===== src/rtl/hiccup_pkg.sv =====
package hiccup_pkg;
  typedef enum logic [1:0] {
    HS_RUN = 2'd0,
    HS_OFF = 2'd1,
    HS_ON  = 2'd2
  } hic_state_e;
endpackage


===== src/rtl/hiccup_sync.sv =====
module hiccup_sync #(
  parameter int WIDTH  = 1,
  parameter int STAGES = 2
) (
  input  logic             clk,
  input  logic             rst_n,
  input  logic [WIDTH-1:0] d,
  output logic [WIDTH-1:0] q
);
  logic [STAGES-1:0][WIDTH-1:0] stg;

  always_ff @(posedge clk or negedge rst_n) begin
    if (!rst_n) stg <= '0;
    else        stg <= {stg[STAGES-2:0], d};
  end

  assign q = stg[STAGES-1];
endmodule


===== src/rtl/hiccup_thermal.sv =====
module hiccup_thermal (
  input  logic clk,
  input  logic rst_n,
  input  logic hot_s,
  input  logic cool_s,
  output logic ovt
);
  always_ff @(posedge clk or negedge rst_n) begin
    if (!rst_n)      ovt <= 1'b0;
    else if (hot_s)  ovt <= 1'b1;
    else if (cool_s) ovt <= 1'b0;
  end


  hot_sets_chk: assert property (@(posedge clk) disable iff (!rst_n)
    hot_s |=> ovt);


  band_holds_chk: assert property (@(posedge clk) disable iff (!rst_n)
    (ovt && !cool_s) |=> ovt);
endmodule


===== src/rtl/hiccup_fsm.sv =====
module hiccup_fsm
  import hiccup_pkg::*;
#(
  parameter int OFF_TICKS = 112_500_000,
  parameter int ON_DIV    = 10
) (
  input  logic clk,
  input  logic rst_n,
  input  logic static_limit,
  input  logic ovl_s,
  output logic allow,
  output logic flag
);
  localparam int ON_RAW   = OFF_TICKS / ON_DIV;
  localparam int ON_TICKS = (ON_RAW < 1) ? 1 : ON_RAW;
  localparam int CW       = $clog2(OFF_TICKS + 1);
  localparam logic [CW-1:0] OFF_LAST = CW'(OFF_TICKS - 1);
  localparam logic [CW-1:0] ON_LAST  = CW'(ON_TICKS - 1);

  hic_state_e    st;
  logic [CW-1:0] cnt;

  always_ff @(posedge clk or negedge rst_n) begin
    if (!rst_n) begin
      st  <= HS_RUN;
      cnt <= '0;
    end else if (static_limit) begin
      st  <= HS_RUN;
      cnt <= '0;
    end else begin
      case (st)
        HS_RUN: if (ovl_s) begin
          st  <= HS_OFF;
          cnt <= '0;
        end
        HS_OFF: if (cnt == OFF_LAST) begin
          st  <= HS_ON;
          cnt <= '0;
        end else begin
          cnt <= cnt + 1'b1;
        end
        HS_ON: if (ovl_s) begin
          st  <= HS_OFF;
          cnt <= '0;
        end else if (cnt == ON_LAST) begin
          st  <= HS_RUN;
          cnt <= '0;
        end else begin
          cnt <= cnt + 1'b1;
        end
        default: begin
          st  <= HS_RUN;
          cnt <= '0;
        end
      endcase
    end
  end

  assign allow = (st != HS_OFF);
  assign flag  = static_limit ? ovl_s : (st != HS_RUN);


  trip_enters_off_chk: assert property (@(posedge clk) disable iff (!rst_n)
    (st == HS_RUN && !static_limit && ovl_s) |=> (st == HS_OFF));


  off_never_clears_chk: assert property (@(posedge clk) disable iff (!rst_n)
    (st == HS_OFF && !static_limit) |=> (st != HS_RUN));


  off_count_bound_chk: assert property (@(posedge clk) disable iff (!rst_n)
    (st == HS_OFF) |-> (cnt <= OFF_LAST));


  clean_window_exit_chk: assert property (@(posedge clk) disable iff (!rst_n)
    (st == HS_ON && !static_limit && !ovl_s && cnt == ON_LAST) |=> (st == HS_RUN));


  static_returns_chk: assert property (@(posedge clk) disable iff (!rst_n)
    static_limit |=> allow);
endmodule


===== src/rtl/hiccup_guard.sv =====
module hiccup_guard #(
  parameter int OFF_TICKS = 112_500_000,
  parameter int ON_DIV    = 10,
  parameter int SYNC_STG  = 2
) (
  input  logic clk,
  input  logic rst_n,
  input  logic reg_en,
  input  logic static_limit,
  input  logic ovl_raw,
  input  logic temp_hot,
  input  logic temp_cool,
  output logic out_en,
  output logic ovl_flag,
  output logic ovt_flag
);
  localparam int NIN = 3;

  logic [NIN-1:0] raw_in, syn_in;
  logic           allow;

  assign raw_in = {temp_hot, temp_cool, ovl_raw};

  hiccup_sync #(.WIDTH(NIN), .STAGES(SYNC_STG)) u_sync (
    .clk(clk), .rst_n(rst_n), .d(raw_in), .q(syn_in)
  );

  hiccup_fsm #(.OFF_TICKS(OFF_TICKS), .ON_DIV(ON_DIV)) u_fsm (
    .clk(clk), .rst_n(rst_n), .static_limit(static_limit),
    .ovl_s(syn_in[0]), .allow(allow), .flag(ovl_flag)
  );

  hiccup_thermal u_therm (
    .clk(clk), .rst_n(rst_n), .hot_s(syn_in[2]), .cool_s(syn_in[1]),
    .ovt(ovt_flag)
  );

  assign out_en = reg_en & allow & ~ovt_flag;
endmodule


===== config.mk =====
export PLATFORM = sky130hd
export DESIGN_NAME = hiccup_guard
export DESIGN_NICKNAME = d
export VERILOG_FILES = /design/src/rtl/hiccup_pkg.sv /design/src/rtl/hiccup_sync.sv /design/src/rtl/hiccup_thermal.sv /design/src/rtl/hiccup_fsm.sv /design/src/rtl/hiccup_guard.sv
export SDC_FILE = /design/constraint.sdc
export NUM_CORES = 1
export LEC_CHECK = 0
export BUFFER_PORTS_ARGS = -buffer_cell sky130_fd_sc_hd__buf_2
export CELL_PAD_IN_SITES_DETAIL_PLACEMENT = 1
export CELL_PAD_IN_SITES_GLOBAL_PLACEMENT = 2
export CORE_MARGIN = 2
export CORE_UTILIZATION = 35
export CTS_CLUSTER_DIAMETER = 30
export DETAILED_ROUTE_END_ITERATION = 10
export GPL_ROUTABILITY_DRIVEN = 0
export PLACE_DENSITY_LB_ADDON = 0.1
export SLEW_MARGIN = 25
export SYNTH_ARGS = -nofsm -noshare
export SYNTH_HDL_FRONTEND = slang
export SYNTH_HIERARCHICAL = 1
export SYNTH_SLANG_ARGS = --single-unit

===== constraint.sdc =====
create_clock -name clk -period 1.8 [get_ports clk]
set_input_delay 0.27 -clock clk [delete_from_list [all_inputs] [get_ports clk]]
set_output_delay 0.27 -clock clk [all_outputs]
set_load 0.005 [all_outputs]

==> results.py, run 1 <==
metrics = {
    "layout": {
        "num_antenna_cells": 0,
        "synthToLayoutAreaGrowth_pct": 45.4,
        "drive_gt1_share_pct": 44.9,
        "nets": 303,
        "multi_input_area_sq_um": 1210,
        "fin_area_sq_um": 2970,
        "seq_area_sq_um": 902,
        "nFillCells": 640,
        "final_util_pct": 53.2,
    },
    "sta": {
        "skew_ns": 0.00917,
        "finalSetupViolations": 30,
        "period_minus_slack_ns": 2.04,
        "slew_viol_final": 0,
        "hold_ws_ns": 0.0889,
        "maxSlewHeadroom_pct": 67.4,
        "rsz0062_at_grt": "yes",
        "layout_setup_ws_ns": -0.236,
        "hold_violations": 0,
        "tightest_slew_ns": 0.490,
        "fin_crit_sh_pct": 113,
        "fmax_ghz": 0.491,
    },
    "clocking": {
        "path_clk_slew_ns": 0.08,
        "h-tree-depth": 2,
        "cts-root-buf": "clkbuf_8",
        "clock-sinks": 36,
        "cts_inserted_buffers": 5,
        "insertion_delay_ns": 0.29,
        "cts_tree": "yes",
        "clock_path_buffers": 2,
    },
    "critical_path": {
        "startpoint_type": "flop",
        "worstSetupPathType": "flop to flop",
        "worstPathRequired_ns": 1.97,
        "crit_path_max_incr_delay_ns": 0.44,
        "r2r-end": "u_fsm/cnt[26]$_DFFE_PN0P_",
        "crit_arrival_ns": 2.20,
        "crit_slowest_cell": "dfrtp_1",
        "reg2reg_slack_ns": -0.24,
        "crit_start": "u_fsm/cnt[12]$_DFFE_PN0P_",
        "worst-path-max-fanout": 26,
        "r2r_cells": 7,
        "path_cells": "nor4bb_1 -> nand4_1 -> o211ai_2 -> a21oi_4 -> buf_12 -> and3_1 -> a221o_1",
        "cp-end-kind": "flop",
        "rr_startpoint": "u_fsm/cnt[12]$_DFFE_PN0P_",
    },
    "synth": {
        "synth_top_area_share_pct": 44.1,
        "synth_area_leader_cell": "dfrtp_1",
        "synthTopCellsByArea": "dfrtp_1 (44%), a31oi_1 (5.5%), a21oi_1 (5.2%), nand4_1 (3.4%), ha_1 (3.1%)",
        "syn_inst": 214,
        "synthDistinctLibCells": 48,
        "ys_seq_area_share_pct": 44.1,
        "yosysWarnings": 6,
        "async_reset_ff_share_pct": 100,
        "synth-edff-count": 0,
        "synth_top_cells_by_count": "dfrtp_1 (36), a21oi_1 (21), a31oi_1 (18), nand2_1 (13), nand4_1 (11)",
        "yosysMostFrequentCell": "dfrtp_1",
        "synthFlopType": "dfrtp_1",
        "syn_nets": 226,
        "ys_ff_latch": 36,
        "synth_area_sq_um": 2040,
        "syn_area_per_cell_sq_um": 9.54,
    },
    "status": {
        "failed_checks": "setup timing",
        "status": "finished with violations",
    },
    "placed_design": {
        "numPortBuffers": 9,
        "place_area_sq_um": 2610,
        "hpwl_mm": 4.57,
        "pre_cts_ws_ns": -0.254,
    },
    "hold_path": {
        "hp-start": "ovl_raw",
        "whs_path_depth": 1,
        "min_path_type": "input pin to flop",
        "min_to": "u_sync/stg[0]$_DFF_PN0_",
    },
    "floorplan": {
        "ios": 10,
        "initial_utilization_pct": 36.6,
        "die_h_um": 80.4,
        "core_sq_um": 5570,
        "core.rowCount": 27,
        "die_w_um": 80.4,
        "die_area_sq_um": 6460,
    },
    "routing": {
        "drt_iter0_markers": 121,
        "drtPass1Iterations": 4,
        "drc": 0,
        "drt_wl_total_mm": 6.62,
        "drt-wirelength-per-cell_um": 18.2,
        "ant_nets": 0,
        "vias_per_cell": 5.53,
        "via_count": 2014,
    },
    "global_routing": {
        "grt_max_degree": 27,
        "track_usage_pct": 21.1,
        "grt-ovfl-total": 0,
        "grt_pass1_vias": 2036,
        "antenna_found_initial": 0,
        "grt_pass1_wl_mm": 10.4,
    },
    "power": {
        "power_density_nw_per_um2": 649,
        "p_leak_nw": 1.31,
        "ir_worst_vdd_v": 0.000355,
    },
    "flow_run": {
        "max_cap_viol_count": 0,
    },
}
## worst max-delay path by stage
stage / endpoint / slack [ns]
finish: u_fsm/cnt[26]$_DFFE_PN0P_ / -0.24
global route: u_fsm/cnt[26]$_DFFE_PN0P_ / -0.29
CTS: u_fsm/cnt[26]$_DFFE_PN0P_ / -0.21
detailed placement: u_fsm/cnt[26]$_DFFE_PN0P_ / -0.25
global placement: u_fsm/st[1]$_DFFE_PN0P_ / -0.23
floorplan: u_fsm/cnt[26]$_DFFE_PN0P_ / -0.07
## timing repair
item                                    in CTS  in global routing
hold buffers                                 1                  0
endpoints found under the hold margin       17                  0
buffers inserted                             4                  6
pin swaps                                   10                  9
gates resized for setup                     20                 22
endpoints found under the setup margin      30                 30
## through the flow
| step | TNS (ns) | power, mW | std cells |
|---|---|---|---|
| after floorplan | -0.0993 | 1.05 | 214 |
| after global placement | -2.64 | 1.22 | 345 |
| after detailed placement | -4.71 | 1.23 | 345 |
| after CTS | -3.32 | 1.86 | 358 |
| after global routing | -6.03 | 2.00 | 364 |
| final | -3.97 | 1.93 | 364 |
## where the power goes
| group | leakage, nW | switching (mW) | internal [mW] |
|---|---|---|---|
| Clock | 0.0455 | 0.299 | 0.313 |
| Sequential | 0.482 | 0.0171 | 0.833 |
| Combinational | 0.785 | 0.242 | 0.222 |
| Total | 1.31 | 0.558 | 1.37 |
## cell families after synthesis
group / Yosys count / synth area share [%]
and+or+nand+nor: 83 / 24.8
AOI/OAI and AO/OA: 65 / 20.5
DFF: 36 / 44.1
buffers and inverters: 22 / 6.01
adders and majority gates: 5 / 3.07
muxes: 3 / 1.53
## area by class of cell
class / count / share of cell area, %
inverter: 9 / 1.14
tap: 72 / 3.04
clock buffer: 8 / 3.04
sequential: 36 / 30.4
multi-input combinational: 156 / 40.8
timing repair buffer: 83 / 21.6
## layout by cell type (no fill, tap or decap), types with 2 or more instances in the layout
cell / count
nand4_1: 11
o21ai_0: 5
or3_4: 2
a21o_1: 3
mux2i_1: 2
dfrtp_1: 35
clkbuf_8: 6
nor3_1: 3
nor2_4: 2
or2b_1: 3
buf_12: 2
buf_6: 3
buf_4: 68
nor2_1: 9
buf_2: 9
nand3_1: 8
nor4bb_1: 2
and3_1: 6
a21oi_2: 13
clkbuf_1: 2
a41oi_1: 3
ha_1: 3
nand3_2: 2
inv_1: 7
nand2_1: 13
and4_1: 3
o21ai_2: 2
a22o_1: 3
nand2b_1: 4
a31oi_1: 18
nor4_2: 2
a21oi_1: 8
inv_2: 2
## critical path: cells and delay by family (launching register included)
family / cells / cell delay, ns
flops: 1 / 0.44
compound gates: 3 / 0.57
simple gates: 3 / 0.71
buf+inv: 1 / 0.17
## registers in the layout, summed over array words and instances, names as in the netlist
| name | flops |
|---|---|
| u_therm/ovt | 1 |
| u_fsm/st | 2 |
| u_fsm/cnt | 27 |
| u_sync/q | 3 |
| u_sync/stg | 3 |
## metal layers
metal  GRT usage, %  vias to the layer above  share of wire, %
met4           6.78                        0               1.9
li1               -                      965                 -
met2           34.9                       22                49
met3           2.81                       11               1.3
met1           28.4                     1016                48
met5              0                        -                 0
Power figures use the tool's default switching activity.
==> run 2, diff against run 1 <==
Settings changed: CORE_UTILIZATION 35 to 25.
==> results.py, run 2 (synthesis gave the netlist of run 1 again) <==
metrics = {
    "critical_path": {
        "crit_path_max_incr_delay_ns": 0.42,
        "startpoint_type": "flop",
        "crit_slowest_cell": "dfrtp_1",
        "worstPathRequired_ns": 2.00,
        "worstSetupPathType": "flop to flop",
        "cp-end-kind": "flop",
        "worst-path-max-fanout": 11,
        "cp_top_family": "compound AO/OA/AOI/OAI gates",
        "path_cells": "ha_4 -> and3_4 -> nand4_1 -> o211ai_2 -> a21oi_4 -> buf_12 -> buf_4 -> o21ai_0 -> a31oi_1",
        "crit_buf_inv": 2,
        "crit_arrival_ns": 2.19,
    },
    "global_routing": {
        "track_usage_pct": 16.1,
        "antenna_found_initial": 0,
        "grt-ovfl-total": 0,
        "grt_pass1_vias": 2101,
        "grt_pass1_wl_mm": 10.9,
        "grt_max_degree": 23,
    },
    "floorplan": {
        "ios": 10,
        "core.rowCount": 32,
        "die_area_sq_um": 8900,
        "die_h_um": 94.4,
        "initial_utilization_pct": 26.1,
        "die_w_um": 94.4,
        "core_sq_um": 7810,
    },
    "layout": {
        "finalNonFillerCells": 391,
        "largest_reg_flops": 27,
        "seq_area_sq_um": 906,
        "regMostFlops": "u_fsm/cnt",
        "synthToLayoutAreaGrowth_pct": 47.9,
        "multi_input_area_sq_um": 1200,
        "nFillCells": 892,
        "final_common_cell": "buf_4",
        "num_antenna_cells": 0,
        "mostFrequentLayoutCells": "buf_4 (61), dfrtp_1 (32), a31oi_1 (17), nand2_1 (13)",
        "drive_gt1_share_pct": 44.6,
        "nets": 300,
    },
    "sta": {
        "fin_crit_sh_pct": 111,
        "tns_ns": -3.74,
        "period_minus_slack_ns": 1.99,
        "hold_ws_ns": 0.0839,
        "fmax_ghz": 0.503,
        "finalSetupViolations": 29,
        "hold_violations": 0,
        "skew_ns": 0.00396,
        "layout_setup_ws_ns": -0.189,
        "rsz0062_at_grt": "yes",
        "tightest_slew_ns": 0.590,
        "slew_viol_final": 0,
        "maxSlewHeadroom_pct": 60.7,
    },
    "clocking": {
        "h-tree-depth": 2,
        "cts_tree": "yes",
        "path_clk_slew_ns": 0.08,
        "cts_inserted_buffers": 5,
        "clock-sinks": 36,
        "insertion_delay_ns": 0.28,
        "clock_path_buffers": 2,
        "cts-root-buf": "clkbuf_8",
    },
    "power": {
        "p_seq_share_pct": 42.3,
        "p_int_mw": 1.45,
        "p_leak_nw": 1.29,
        "power.share.combinational_pct": 21.7,
        "swShare_pct": 28.2,
        "pwr-share-clk_pct": 36.0,
        "ir_worst_vdd_v": 0.000274,
        "power_density_nw_per_um2": 668,
        "switchingPower_mw": 0.568,
    },
    "routing": {
        "via_count": 1980,
        "drt_iter0_markers": 89,
        "ant_nets": 0,
        "drc": 0,
        "drt-wirelength-per-cell_um": 17.8,
        "drtPass1Iterations": 4,
        "drt_wl_total_mm": 6.95,
        "vias_per_cell": 5.06,
    },
    "status": {
        "status": "finished with violations",
        "failed_checks": "setup timing",
    },
    "flow_run": {
        "max_cap_viol_count": 0,
    },
    "placed_design": {
        "numPortBuffers": 9,
        "dp.cells": 367,
        "hpwl_mm": 4.90,
    },
    "hold_path": {
        "min_path_type": "input pin to flop",
    },
}
[run 2: power by group through the flow]
| stage | Clock (mW) | Sequential, mW | Combinational (mW) |
|---|---|---|---|
| 6_report | 0.726 | 0.853 | 0.439 |
| 5_1_grt | 0.783 | 0.856 | 0.486 |
| 4_1_cts | 0.748 | 0.852 | 0.393 |
| 3_5_place_dp | 0 | 0.866 | 0.352 |
| 3_3_place_gp | 0 | 0.863 | 0.343 |
| 2_1_floorplan | 0 | 0.863 | 0.184 |
[run 2: cell type report]
cell class | count | area share [%]
multi-input cells | 156 | 39.7
clock buffers | 5 | 2.28
clock inverters | 3 | 1.41
well taps | 102 | 4.23
inverters | 9 | 1.12
repair buffers | 80 | 21.2
flip-flops and latches | 36 | 30.0
[run 2: worst register-to-register path, cell delays in order (launching register included)]
cell,delay (ns)
dfrtp_1,0.42
ha_4,0.19
and3_4,0.18
nand4_1,0.16
o211ai_2,0.12
a21oi_4,0.24
buf_12,0.17
buf_4,0.14
o21ai_0,0.08
a31oi_1,0.20
[run 2: what timing repair did]
action                                 in CTS  in global routing
endpoints found under the hold margin      13                  0
setup buffers                               3                 12
gates cloned                                1                  1
pin swaps                                   5                 14
hold buffers                                1                  0
gates resized for setup                    17                 27
setup endpoints to repair                  29                 30
[run 2: path summary, 6_finish.rpt]
check                                              start                         to  slack, ns  cells after the start
min in group asynchronous                          rst_n   u_fsm/cnt[7]$_DFFE_PN0P_       0.52                      2
worst max-delay path            u_fsm/cnt[1]$_DFFE_PN0P_  u_fsm/cnt[10]$_DFFE_PN0P_      -0.19                      9
max in group asynchronous                          rst_n  u_fsm/cnt[18]$_DFFE_PN0P_       0.72                      3
worst max register to register  u_fsm/cnt[1]$_DFFE_PN0P_  u_fsm/cnt[10]$_DFFE_PN0P_      -0.19                      9
worst min register to register   u_sync/stg[1]$_DFF_PN0_      u_sync/q[1]$_DFF_PN0_       0.36                      0
worst min-delay path                           temp_cool    u_sync/stg[1]$_DFF_PN0_       0.08                      1
[run 2: metal layers]
metal	share of wire [%]	GRT usage, %	routed length, um	vias up
met5	0	0	0	-
li1	-	-	-	956
met1	46	21.0	3230	999
met4	1.4	4.23	97	0
met2	51	27.7	3510	16
met3	1.6	2.71	113	9
[run 2: per-stage QoR]
step	area [sq um]	power, mW	worst slack [ns]	utilization, %
finish	3020	2.02	-0.189	38.7
global route	3020	2.12	-0.295	38.7
CTS	2810	1.99	-0.180	36.0
global placement	2570	1.21	-0.247	33.0
detailed placement	2570	1.22	-0.273	33.0
floorplan	2070	1.05	-0.0694	-
